==> config.mk <==
export PLATFORM = sky130hd
export DESIGN_NAME = key_event_fifo
export DESIGN_NICKNAME = d
export VERILOG_FILES = /design/src/rtl/key_event_fifo.sv
export SDC_FILE = /design/constraint.sdc
export NUM_CORES = 1
export LEC_CHECK = 0
export BUFFER_PORTS_ARGS = -buffer_cell sky130_fd_sc_hd__buf_4
export CAP_MARGIN = 30
export CORE_MARGIN = 1.5
export CORE_UTILIZATION = 37
export DETAILED_ROUTE_END_ITERATION = 10
export PLACE_DENSITY = 0.67
export SLEW_MARGIN = 20
export SYNTH_ARGS = -nofsm -noshare
export SYNTH_HDL_FRONTEND = slang
export SYNTH_SLANG_ARGS = --single-unit
==> constraint.sdc <==
create_clock -name clk -period 2.3 [get_ports clk]
set_clock_uncertainty 0.05 [all_clocks]
set_input_delay 0 -clock clk [delete_from_list [all_inputs] [get_ports clk]]
set_output_delay 0 -clock clk [all_outputs]
set_load 0.005 [all_outputs]
==> src/rtl/key_event_fifo.sv <==
module key_event_fifo #(
  parameter int DEPTH = 16,
  parameter int KEY_W = 7,
  localparam int PTR_W = $clog2(DEPTH),
  localparam int CNT_W = PTR_W + 1,
  localparam int BYTE_W = KEY_W + 1
) (
  input  logic              clk,
  input  logic              rst_n,
  input  logic              ev_valid,
  input  logic [KEY_W-1:0]  ev_key,
  input  logic              ev_pressed,
  input  logic              pop_req,
  input  logic [PTR_W-1:0]  peek_idx,
  input  logic              cfg_clear,
  input  logic              stat_clr,
  input  logic              err_clr,
  output logic [CNT_W-1:0]  count,
  output logic [BYTE_W-1:0] rd_data,
  output logic [BYTE_W-1:0] peek_data,
  output logic              kp_irq,
  output logic              stat_err,
  output logic              ovf_err
);

  logic [BYTE_W-1:0] mem [DEPTH];
  logic [PTR_W-1:0]  head;

  wire full     = (count == CNT_W'(DEPTH));
  wire blocked  = stat_err & ovf_err;
  wire push_ok  = ev_valid & ~cfg_clear & ~blocked & ~full;
  wire push_ovf = ev_valid & ~cfg_clear & ~blocked & full;
  wire pop_ok   = pop_req & ~cfg_clear & (count > CNT_W'(1));

  wire [PTR_W-1:0] tail      = head + count[PTR_W-1:0];
  wire [PTR_W-1:0] next_head = head + PTR_W'(1);
  wire [PTR_W-1:0] peek_pos  = head + peek_idx;

  assign peek_data = ({1'b0, peek_idx} < count) ? mem[peek_pos] : '0;

  always_ff @(posedge clk)
    if (push_ok) mem[tail] <= {ev_pressed, ev_key};

  always_ff @(posedge clk or negedge rst_n) begin
    if (!rst_n) begin
      head     <= '0;
      count    <= '0;
      rd_data  <= '0;
      kp_irq   <= 1'b0;
      stat_err <= 1'b0;
      ovf_err  <= 1'b0;
    end else begin
      if (cfg_clear) begin
        head     <= '0;
        count    <= '0;
        kp_irq   <= 1'b0;
        stat_err <= 1'b0;
      end else begin
        if (pop_req) rd_data <= pop_ok ? mem[next_head] : '0;
        if (pop_ok) head <= next_head;
        case ({push_ok, pop_ok})
          2'b10:   count <= count + CNT_W'(1);
          2'b01:   count <= count - CNT_W'(1);
          default: count <= count;
        endcase
        if (push_ok)       kp_irq <= 1'b1;
        else if (stat_clr) kp_irq <= 1'b0;
        if (push_ovf)      stat_err <= 1'b1;
        else if (stat_clr) stat_err <= 1'b0;
      end
      if (push_ovf)     ovf_err <= 1'b1;
      else if (err_clr) ovf_err <= 1'b0;
    end
  end

endmodule

## Word-level counts from Yosys, hierarchy flattened

Memories as Yosys holds them, arrays and structs flattened.
Cells that the tools add are included.

| word-level totals | value |
|---|---|
| memory bits (writable) | 128 |
| memories kept | 1 |
| output and inout bits | 24 |
| input port bits | 19 |
| register bits after elaboration | 20 |

| cells by class | value |
|---|---|
| add/sub/neg operators | 5 |
| multiplexer cells | 15 |
| eq/ne operators | 3 |
| reduce and logical (&&, ||, !) cells | 6 |
| bitwise gates (word level) | 10 |
| magnitude comparators | 2 |

Memories:

| name | words | width | read ports | clocked after memory_dff | wr ports | RTL line | source |
|---|---|---|---|---|---|---|---|
| mem | 16 | 8 | 2 | 0 | 1 | 26 | `logic [BYTE_W-1:0] mem [DEPTH];` |

Operators by type and width:

| cell | number |
|---|---|
| 2-to-1 mux 8 bit | 2 |
| one-hot mux 5 bit (2 select lines) | 1 |
| 2-to-1 mux 1 bit | 9 |
| nonzero test 3 bit | 3 |
| adder 4 bit | 2 |
| 2-to-1 mux 4 bit | 2 |
| AND 1 bit | 7 |
| adder 5 x 1 -> 5 bit (second input constant) | 1 |
| == test 5 bit (second input constant) | 1 |
| > comparator 5 x 1 -> 1 bit (second input constant) | 1 |
| less-than comparator 4 x 5 -> 1 bit | 1 |
| 2-to-1 mux 5 bit | 1 |
| subtractor 5 x 1 -> 5 bit (second input constant) | 1 |
| adder 4 x 1 -> 4 bit (second input constant) | 1 |
| nonzero test 2 bit | 2 |
| NOT 1 bit | 3 |
| == test 2 x 1 -> 1 bit (second input constant) | 1 |
| == test 2 bit (second input constant) | 1 |
| AND reduction 2 bit | 1 |

## Depth between registers and ports, before layout

| depth | value |
|---|---|
| word-level depth | 7 |
| gate-level depth with buffers | 8 |

## Worst setup path after synthesis

Ideal clock, no wire load.

| timing path | value |
|---|---|
| path type | register to register |
| start point | register count[0] |
| end point | memory mem[0][0] (netlist name) (enable) |
| setup time | 0.370 ns |
| path buffers | 0 |
| path slack | -0.131 ns |
| arrival time | 2.010 ns |
| period minus slack after synthesis | 2.431 ns |
| cell stages (with the launch flop) | 5 |
| required time | 1.880 ns |
| path through | dfrtp_1 ha_1 fa_1 or3_1 nor2_1 |

| between the ends | value |
|---|---|
| word-level cells in the longest chain between the ends | 5 |
| elaborated cells on any way between the ends | 6 |
| those cells by class | add/sub (1); eq/ne (1); mux (2); bitwise (2) |

Ends and longest elaborated chain:

| item | RTL line | source |
|---|---|---|
| start, declared | 18 | `output logic [CNT_W-1:0] count,` |
| start signal, assigned | 62 | `2'b10: count <= count + CNT_W'(1);` |
| start signal, assigned | 63 | `2'b01: count <= count - CNT_W'(1);` |
| start signal, assigned | 64 | `default: count <= count;` |
| == test 5 bit | 29 | `wire full = (count == CNT_W'(DEPTH));` |
| NOT 1 bit | 31 | `wire push_ok = ev_valid & ~cfg_clear & ~blocked & ~full;` |
| AND 1 bit | 31 |  |
| 2-to-1 mux 1 bit | 42 | `if (push_ok) mem[tail] <= {ev_pressed, ev_key};` |
| 2-to-1 mux 1 bit (implied by the code) | 42 |  |
| end, declared | 26 |  |

Parallel ways exist; a longest one is shown, timed or not.

## Worst setup path in the final report

| timing path | value |
|---|---|
| start point | register head[0] |
| end point | output peek_data[0] |

| between the ends | value |
|---|---|
| word-level cells in the longest chain between the ends | 3 |

Ends and longest elaborated chain:

| item | RTL line | source |
|---|---|---|
| start, declared | 27 | `logic [PTR_W-1:0] head;` |
| start signal, assigned | 60 | `if (pop_ok) head <= next_head;` |
| adder 4 bit | 37 | `wire [PTR_W-1:0] peek_pos = head + peek_idx;` |
| memory (16 x 8 bit) | -- |  |
| 2-to-1 mux 8 bit | 39 | `assign peek_data = ({1'b0, peek_idx} < count) ? mem[peek_pos] : '0;` |
| end, declared | 20 | `output logic [BYTE_W-1:0] peek_data,` |

Every way passes these cells.

==> metrics <==
IO Port Bufs 42; wire length of the first global-routing pass around 31 mm; CP Max Fanout 6; fillers between 1.5k and 2k; Starting Density a little under two fifths; RSZ-0062 raised after global routing true; pwr/cell area 937 nW/um^2; worst slew pin tran 0.739 ns; HPWL after DPL 13.7 mm; H-tree depth 4; global route overflow 0; WS Path Type reg -> out; Post-Syn Area per Cell 16.2 um^2; slowest CP cell fa_2; Final Setup Violations 143; clk buf depth 2; pin count of the biggest net entering global routing 25; Netlist cell types 51; routed length per placed instance 23.5 um; Cell Chain, Critical Path ha_4 > fa_2 > buf_12 > mux4_2 > nor2b_1 > a211oi_2 > a221oi_2 > buf_4; hold_ws 0.136 ns; vias in the first global route 5123; Warnings, synthesis 0; number of buffers created by CTS 17; die span in x 145 um; Worst EP arrival 3.05 ns; fmax 323 MHz; Via Count between 4k and 5k; post-route cell area 10200 um^2; Pre-Repair DR Iteration Count 5; Hold EP ovf_err; outcome complete, but fails checks; #FFs+latches synth between 100 and 150; # DRC 0; Leak roughly 3.6 nW; DP Worst Slack -0.394 ns; post-synthesis async set-or-reset flop share roughly 14%; max-cap violation count 0; Seq/Total Area, Yosys between 50% and 60%; Tightest Hold Check Type in -> reg; Final ANT Viol Nets 0; num rows 51; floorplan core area 19700 um^2; diode count 0; Post-Syn Nets ~500; nets 626; relative slew slack 50.4%; post-route setup slack -0.800 ns; Slew Viols, Final 0; Post-synth EDFFs 128; failing checks setup timing; Die ar. 21200 um^2; DR vias/cell 5.71; DR iter-0 viols approximately 530; Synth Flop Type edfxtp_1; CP Capture Type output port; worst hold path depth 5; Cell Area, Synth 7510 um^2; final hold violations 0; Worst-path clk slew 0.07 ns; antenna violations before repair 0; final critical-path required period 3.10 ns; Worst EP required 2.25 ns; r2r worst-path depth 9; GRT Resource Usage Total around 20%; CTS tree yes; Die Y 145 um; DP Area between 8000 and 9000 um^2; CTS root buffer clkbuf_16; RR Endpoint rd_data[3]; Area Growth Syn to Fin 35.8%; HP Start ev_valid; CP top delay family adder cells; io pins 43; Register-to-Register Setup Slack -0.17 ns; Worst-Skew Late Latency 0.43 ns; crit path launch type register; DRT Wirelength 20.4 mm; GPL Wtd Cong 0.853; Tcrit/Tclk final 135%; Num Clock Sinks 148; share of layout cells above drive strength 1 48.0%; WP buf/inv 2; r2r startpoint head[0]; Critical Path Max Stage Delay 0.60 ns; VDD IR-drop max between 0.0008 and 0.0009 V; synthesized instance count 463
[cell usage in the layout (no fill, tap or decap), drive strengths merged, types with 2 or more instances in the layout]
cell         count
nand2b           2
nor2b           25
nor2            30
nand3b           2
xnor2            9
o21ai           11
a221oi           8
inv             20
a21oi            3
nor4             9
edfxtp         128
clkinv           3
dfrtp           20
nand2           25
a31oi            2
nand3            5
a21boi          18
a21o             7
xor2             5
a211oi           9
mux4            64
ha              14
fa               2
dlygate4sd3     14
mux2i           11
nand4            3
nor3             3
buf            120
a311oi           2
clkbuf          18
[what timing repair did]
item	CTS	global route
endpoints found under the setup margin	144	144
gates cloned	3	1
buffers inserted	5	5
gates resized for setup	109	27
hold buffers	14	0
hold endpoints to repair	159	0
pin swaps	32	18
[cells by family (layout without fill, tap and decap cells)]
| logic type | count (synthesis) | count (layout) | synth area share (%) |
|---|---|---|---|
| flip-flops | 148 | 148 | 57.8 |
| AND/OR/NAND/NOR | 110 | 110 | 7.60 |
| multiplexers | 75 | 75 | 20.8 |
| AO/OA/AOI/OAI | 65 | 65 | 6.58 |
| buffers and inverters | 35 | 176 | 2.63 |
| adder cells (fa/ha/maj) | 16 | 16 | 2.87 |
| XOR/XNOR | 14 | 14 | 1.73 |
[where the power goes]
| group | switching [mW] | internal (mW) |
|---|---|---|
| logic | 1.73 | 2.03 |
| registers | 0.0942 | 3.07 |
| clock network | 1.20 | 1.43 |
| total | 3.02 | 6.53 |
[synth_stat cells (all sizes together), types with 2 or more instances]
cell    instances  share of area, %
a311oi          2              0.23
nand2b          2              0.17
a211oi          9              0.90
nor3            3              0.20
nand2          25               1.2
a31oi           2              0.33
edfxtp        128                51
a21oi           3              0.20
fa              2              0.53
dfrtp          20               6.7
nand4           3              0.25
mux4           64                19
nand3b          2              0.37
mux2i          11               1.5
a21o            7              0.70
a221oi          8              0.93
inv             9              0.45
a21boi         18               1.8
o21ai          11              0.78
xor2            5              0.58
clkbuf          4              0.20
buf            22               2.0
nor4            9              0.75
xnor2           9               1.1
nor2b          25               2.1
nand3           5              0.40
ha             14               2.3
nor2           30               1.5
[per-stage QoR]
| stage | setup TNS (ns) | util (%) | std cells | total power, mW |
|---|---|---|---|---|
| floorplan | -4.07 | - | 463 | 5.06 |
| global placement | -8.90 | 44.1 | 813 | 6.15 |
| detailed placement | -10.56 | 44.1 | 813 | 6.18 |
| CTS | -14.07 | 50.9 | 866 | 9.38 |
| global route | -25.26 | 51.9 | 869 | 9.91 |
| finish | -14.22 | 51.9 | 869 | 9.55 |
[registers in the layout, indices dropped and copies added (netlist names)]
name,flops
mem,128
ovf_err,1
stat_err,1
count,5
kp_irq,1
head,4
rd_data,8
[area by class of cell]
type	instances	area, um^2	share of cell area (%)
Inverter	9	33.8	0.331
Clock buffer	17	425	4.17
Sequential cell	148	4350	42.6
Tap cell	265	332	3.25
Multi-Input combinational cell	280	3520	34.6
Timing Repair Buffer	135	1400	13.8
Clock inverter	15	136	1.34
[metal layers]
layer  vias up  GRT usage (%)  routed length [um]
met4         0           7.50                 683
met3        47           5.96                1460
li1       2137              -                   -
met5         -              0                   0
met1      2559           24.6                8130
met2       217           32.6               10100
[how the worst max path moves through the flow]
stage | from | to | slack [ns] | cells after the start
floorplan | count[0] | mem[0][0] | -0.13 | 4
global placement | head[1] | rd_data[1] | -0.41 | 8
detailed placement | head[1] | rd_data[1] | -0.39 | 8
CTS | head[0] | peek_data[4] | -0.83 | 8
global route | head[0] | peek_data[3] | -0.87 | 9
finish | head[0] | peek_data[0] | -0.80 | 8
[worst min-delay path, delay by kind of cell]
kind / cells / cell delay [ns]
compound gates: 2 / 0.23
simple gates: 1 / 0.10
buf+inv: 2 / 0.22
(Power assumes the default switching activity.)
